## config.mk

```make
export PLATFORM = sky130hd
export DESIGN_NAME = irq_id_agg
export DESIGN_NICKNAME = d
export VERILOG_FILES = /design/src/rtl/irqagg_pkg.sv /design/src/rtl/edge_capture.sv /design/src/rtl/clr_decode.sv /design/src/rtl/id_compose.sv /design/src/rtl/ctrl_shadow.sv /design/src/rtl/irq_id_agg.sv
export SDC_FILE = /design/constraint.sdc
export NUM_CORES = 1
export LEC_CHECK = 0
export BUFFER_PORTS_ARGS = -buffer_cell sky130_fd_sc_hd__buf_2
export CAP_MARGIN = 25
export CORE_ASPECT_RATIO = 1.2
export CORE_MARGIN = 2
export CORE_UTILIZATION = 39
export CTS_BUF_LIST = sky130_fd_sc_hd__clkbuf_8
export CTS_CLUSTER_SIZE = 28
export DETAILED_ROUTE_END_ITERATION = 8
export GPL_ROUTABILITY_DRIVEN = 0
export GPL_TIMING_DRIVEN = 1
export PLACE_DENSITY = 0.82
export SLEW_MARGIN = 25
export SYNTH_ARGS = -nofsm -noshare
export SYNTH_HDL_FRONTEND = slang
export SYNTH_SLANG_ARGS = --single-unit
```

## constraint.sdc

```tcl
create_clock -name clk -period 1.5 [get_ports clk]
set_input_delay 0.3 -clock clk [delete_from_list [all_inputs] [get_ports clk]]
set_output_delay 0.3 -clock clk [all_outputs]
set_load 0.02 [all_outputs]
```

## src/rtl/irqagg_pkg.sv

```systemverilog
package irqagg_pkg;
  localparam int NSRC    = 4;
  localparam int BYTE_W  = 8;
  localparam int DIO_POS = 3;
  localparam int ID_TOP  = 4;

  // ID bit position of converter source s
  function automatic int unsigned src_bit(input int unsigned s);
    case (s)
      0: return 0;
      1: return 1;
      2: return 2;
      default: return 4;
    endcase
  endfunction

  // host offset whose read clears converter source s
  function automatic int unsigned clr_offset(input int unsigned s);
    return 4 * s + 1;
  endfunction
endpackage

```

## src/rtl/edge_capture.sv

```systemverilog
module edge_capture #(
  parameter int N = 4
) (
  input  logic         clk,
  input  logic         rst_n,
  input  logic [N-1:0] req,
  input  logic [N-1:0] clr,
  output logic [N-1:0] edge_o,
  output logic [N-1:0] hold_o
);
  logic [N-1:0] req_q;

  for (genvar i = 0; i < N; i++) begin : g_src
    assign edge_o[i] = req[i] & ~req_q[i];

    always_ff @(posedge clk or negedge rst_n) begin
      if (!rst_n) begin
        req_q[i]  <= 1'b0;
        hold_o[i] <= 1'b0;
      end else begin
        req_q[i] <= req[i];
        if (edge_o[i])
          hold_o[i] <= 1'b1;
        else if (clr[i])
          hold_o[i] <= 1'b0;
      end
    end
  end
endmodule

```

## src/rtl/clr_decode.sv

```systemverilog
module clr_decode
  import irqagg_pkg::*;
#(
  parameter int ADDR_W = 4,
  parameter int N      = NSRC
) (
  input  logic [ADDR_W-1:0] bus_addr,
  input  logic              bus_rd,
  output logic [N-1:0]      clr_hit
);
  for (genvar i = 0; i < N; i++) begin : g_hit
    localparam int unsigned OFF = clr_offset(i);
    assign clr_hit[i] = bus_rd && (bus_addr == ADDR_W'(OFF));
  end
endmodule

```

## src/rtl/id_compose.sv

```systemverilog
module id_compose
  import irqagg_pkg::*;
#(
  parameter int N     = NSRC,
  parameter int DIO_W = 24
) (
  input  logic [N-1:0]      hold,
  input  logic [DIO_W-1:0]  dio_pend,
  output logic [BYTE_W-1:0] id_word,
  output logic              irq
);
  always_comb begin
    id_word          = '0;
    id_word[DIO_POS] = |dio_pend;
    for (int s = 0; s < N; s++)
      id_word[src_bit(s)] = hold[s];
  end

  assign irq = |id_word[ID_TOP:0];
endmodule

```

## src/rtl/ctrl_shadow.sv

```systemverilog
module ctrl_shadow
  import irqagg_pkg::*;
#(
  parameter int ADDR_W   = 4,
  parameter int CTRL_OFF = 15
) (
  input  logic              clk,
  input  logic              rst_n,
  input  logic [ADDR_W-1:0] bus_addr,
  input  logic              bus_wr,
  input  logic [BYTE_W-1:0] bus_wdata,
  output logic [BYTE_W-1:0] ctrl_q
);
  logic wr_hit;
  assign wr_hit = bus_wr && (bus_addr == ADDR_W'(CTRL_OFF));

  always_ff @(posedge clk or negedge rst_n) begin
    if (!rst_n)
      ctrl_q <= '0;
    else if (wr_hit)
      ctrl_q <= bus_wdata;
  end
endmodule

```

## src/rtl/irq_id_agg.sv

```systemverilog
module irq_id_agg
  import irqagg_pkg::*;
#(
  parameter int ADDR_W   = 4,
  parameter int DIO_W    = 24,
  parameter int CTRL_OFF = 15,
  parameter int SEL_BIT  = 5
) (
  input  logic              clk,
  input  logic              rst_n,
  input  logic [ADDR_W-1:0] bus_addr,
  input  logic              bus_rd,
  input  logic              bus_wr,
  input  logic [BYTE_W-1:0] bus_wdata,
  input  logic [BYTE_W-1:0] ext_rdata,
  input  logic [NSRC-1:0]   cnv_req,
  input  logic [DIO_W-1:0]  dio_pend,
  output logic [BYTE_W-1:0] bus_rdata,
  output logic              irq,
  output logic [BYTE_W-1:0] ctrl_byte
);
  logic [NSRC-1:0]   cap_edge;
  logic [NSRC-1:0]   clr_hit;
  logic [NSRC-1:0]   cap_hold;
  logic [BYTE_W-1:0] id_word;
  logic              id_view;

  clr_decode #(.ADDR_W(ADDR_W), .N(NSRC)) u_dec (
    .bus_addr(bus_addr), .bus_rd(bus_rd), .clr_hit(clr_hit)
  );

  edge_capture #(.N(NSRC)) u_cap (
    .clk(clk), .rst_n(rst_n), .req(cnv_req), .clr(clr_hit),
    .edge_o(cap_edge), .hold_o(cap_hold)
  );

  id_compose #(.N(NSRC), .DIO_W(DIO_W)) u_id (
    .hold(cap_hold), .dio_pend(dio_pend), .id_word(id_word), .irq(irq)
  );

  ctrl_shadow #(.ADDR_W(ADDR_W), .CTRL_OFF(CTRL_OFF)) u_ctl (
    .clk(clk), .rst_n(rst_n), .bus_addr(bus_addr), .bus_wr(bus_wr),
    .bus_wdata(bus_wdata), .ctrl_q(ctrl_byte)
  );

  assign id_view   = ctrl_byte[SEL_BIT] && (bus_addr == ADDR_W'(CTRL_OFF));
  assign bus_rdata = id_view ? id_word : ext_rdata;
endmodule

```

==> qor.yml <==
grt:
  grt_usage_pct: 16.34
  antenna_found_initial: 0
  globalRouteOverflowTotal: 0
  grt_first_pass_wirelength_microns: 2946
  grt_pass1_vias: 758
  grt_max_degree: 17
timing:
  slew_headroom_pct: 77.28
  rsz0062_at_grt: "yes"
  drv_slew: 0
  setup_viol: 6
  hold_ws_ns: 0.1716
  tightestPinTransition_ns: 0.3408
  finalClockSkew_ns: 0.003571
  hold_viol: 0
  setup_slack_ns: -0.1200
  min_period_over_period_pct: 108.0
  max_freq_mhz: 617.3
  fin_crit_ns: 1.620
clock_network:
  clkLatencyLatePin_ns: 0.25
  cts_tree: "done"
  cts_buffer_depth: 2
  cts_buffers: 3
  root_buffer: "clkbuf_8"
  cts_max_level: 1
  numClockSinks: 16
  clk_pin_slew_ns: 0.06
critical_path:
  critPathArrivalTime_ns: 1.32
  worst_ep_required_time_ns: 1.20
  crit_buf_inv: 2
  path_cells: "buf_6 > or4_4 > nor2_4 > a41oi_2 > buf_4"
  cp_slowest_stage_delay_ns: 0.53
  endpoint_kind: "output pin"
  cpMaxStageDelayCell: "or4_4"
  critPathKind: "primary input to output pin"
  crit_family: "simple AND/OR/NAND/NOR gates"
  cp_max_fo: 2
  start_kind: "primary input"
logic_synthesis:
  synth-seq-area-share_pct: 49.61
  syn-cell-area_sq_um: 807.0
  ys_ff_latch: 16
  ys.warnings.count: 0
  avgSynthCellArea_sq_um: 13.02
  synthCells: 62
  synth_cell_type_count: 19
  syn_nets: 114
job:
  max-cap-violations: 0
pwr:
  p_total_mw: 1.318
  p_per_area_nw_per_um2: 926.5
  ir_drop_mv: 0.7554
  p_leak_nw: 0.7527
placement:
  placedCellCount: 153
  placed_area_sq_um: 1202
  io_buffers: 68
  dp_hpwl_microns: 1584
status:
  violations: "negative setup slack"
  status: "complete, but fails checks"
hold_path:
  hold_path.class: "primary input to register"
layout:
  finalNetCount: 197
  nFillCells: 174
  fin_cells: 164
  mostFrequentLayoutCell: "buf_2"
  syn_to_final_growth_pct: 76.28
  mostFrequentLayoutCells: "58 x buf_2, 15 x dfrtp_1, 12 x mux2_4"
  drive_above_1_share_pct: 74.31
  stdcell_area_sq_um: 1423
  antenna_cells: 0
routing:
  drtIter0Drc: 2
  wl_microns: 2008
  avgViaCountPerCell: 4.787
  wl_per_cell_microns: 12.24
  drc: 0
  antenna_left: 0
  num_vias: 785
  dr.pass1.iters: 2
floorplanning:
  die_area_sq_um: 2451
  pin_count: 69
  die_h_microns: 53.83
  num_rows: 18
  initial_utilization_pct: 40.26
  core_sq_um: 2004
  die_w_microns: 45.53
layer usage:
metal  vias to the layer above  global-route usage [%]  wire length (microns)
met1                       349                   20.43                    784
met4                         0                   2.941                      8
li1                        391                       -                      -
met2                        43                   29.81                   1055
met3                         2                   2.013                    160
met5                         -                       0                      0
registers in the layout (all words and copies together), names as in the netlist:
name	flops
u_ctl.ctrl_q	8
u_cap.hold_o	4
u_cap.req_q	4
cells in the mapped netlist:
master | instances | area share [%]
dfrtp_1 | 16 | 50
mux2_4 | 12 | 22
o21ai_0 | 6 | 3.7
inv_1 | 5 | 2.3
nor4_1 | 5 | 3.9
and2_2 | 3 | 2.8
o31ai_1 | 2 | 1.9
or4_1 | 2 | 1.9
a21oi_1 | 1 | 0.62
a41oi_1 | 1 | 1.1
and4_1 | 1 | 1.1
and4_4 | 1 | 1.4
nand2_1 | 1 | 0.46
nand2_4 | 1 | 1.4
nand2_8 | 1 | 2.5
nand3_1 | 1 | 0.62
nand3b_1 | 1 | 0.93
nor2_1 | 1 | 0.46
or2b_2 | 1 | 1.1
through the flow:
step	setup WS, ns	setup TNS (ns)	util (%)
6_report	-0.1200	-0.2659	70.97
5_1_grt	-0.1524	-0.4542	70.97
4_1_cts	-0.1306	-0.3532	67.48
3_5_place_dp	-0.2013	-0.4364	59.99
3_3_place_gp	-0.1978	-0.4365	59.99
2_1_floorplan	0.01446	0	-
final cells by class:
class,instances,area [sq um],area share [%]
multi-input cells,41,441.7,31.05
flip-flops and latches,16,401.6,28.23
clock buffers,4,55.05,3.870
well taps,20,25.02,1.759
inverters,5,18.77,1.319
repair buffers,78,480.5,33.77
power by group:
group | internal, mW | total, mW | switching, mW | leakage [nW]
clock network | 0.233 | 0.378 | 0.146 | 0.0288
logic | 0.218 | 0.397 | 0.179 | 0.543
registers | 0.496 | 0.543 | 0.0473 | 0.181
total | 0.946 | 1.32 | 0.372 | 0.753
final timing paths:
| path | startpoint | end | slack [ns] | depth (start not counted) |
|---|---|---|---|---|
| min | cnv_req[0] | u_cap.req_q[0]$_DFF_PN0_ | 0.17 | 1 |
| min in group asynchronous | rst_n | u_ctl.ctrl_q[4]$_DFFE_PN0P_ | 0.49 | 2 |
| max in group asynchronous | rst_n | u_ctl.ctrl_q[5]$_DFFE_PN0P_ | 0.74 | 2 |
| max | dio_pend[11] | bus_rdata[3] | -0.12 | 5 |
| max reg2reg | u_ctl.ctrl_q[5]$_DFFE_PN0P_ | u_ctl.ctrl_q[5]$_DFFE_PN0P_ | 0.53 | 2 |
| min reg2reg | u_cap.req_q[0]$_DFF_PN0_ | u_cap.hold_o[0]$_DFFE_PN0P_ | 0.42 | 1 |
cell families after synthesis:
family,share of synthesized area [%]
muxes,22.33
AOI/OAI and AO/OA,7.286
buffers and inverters,2.326
and+or+nand+nor,18.45
DFF,49.61
timing repair:
action / in CTS / in global routing
endpoints found under the setup margin: 7 / 8
endpoints found under the hold margin: 16 / 0
buffers inserted: 3 / 3
hold buffers: 1 / 0
resized for setup: 18 / 11
gates cloned: 0 / 0
pin swaps: 5 / 7
Note: power is estimated with default switching activity, not from simulation.
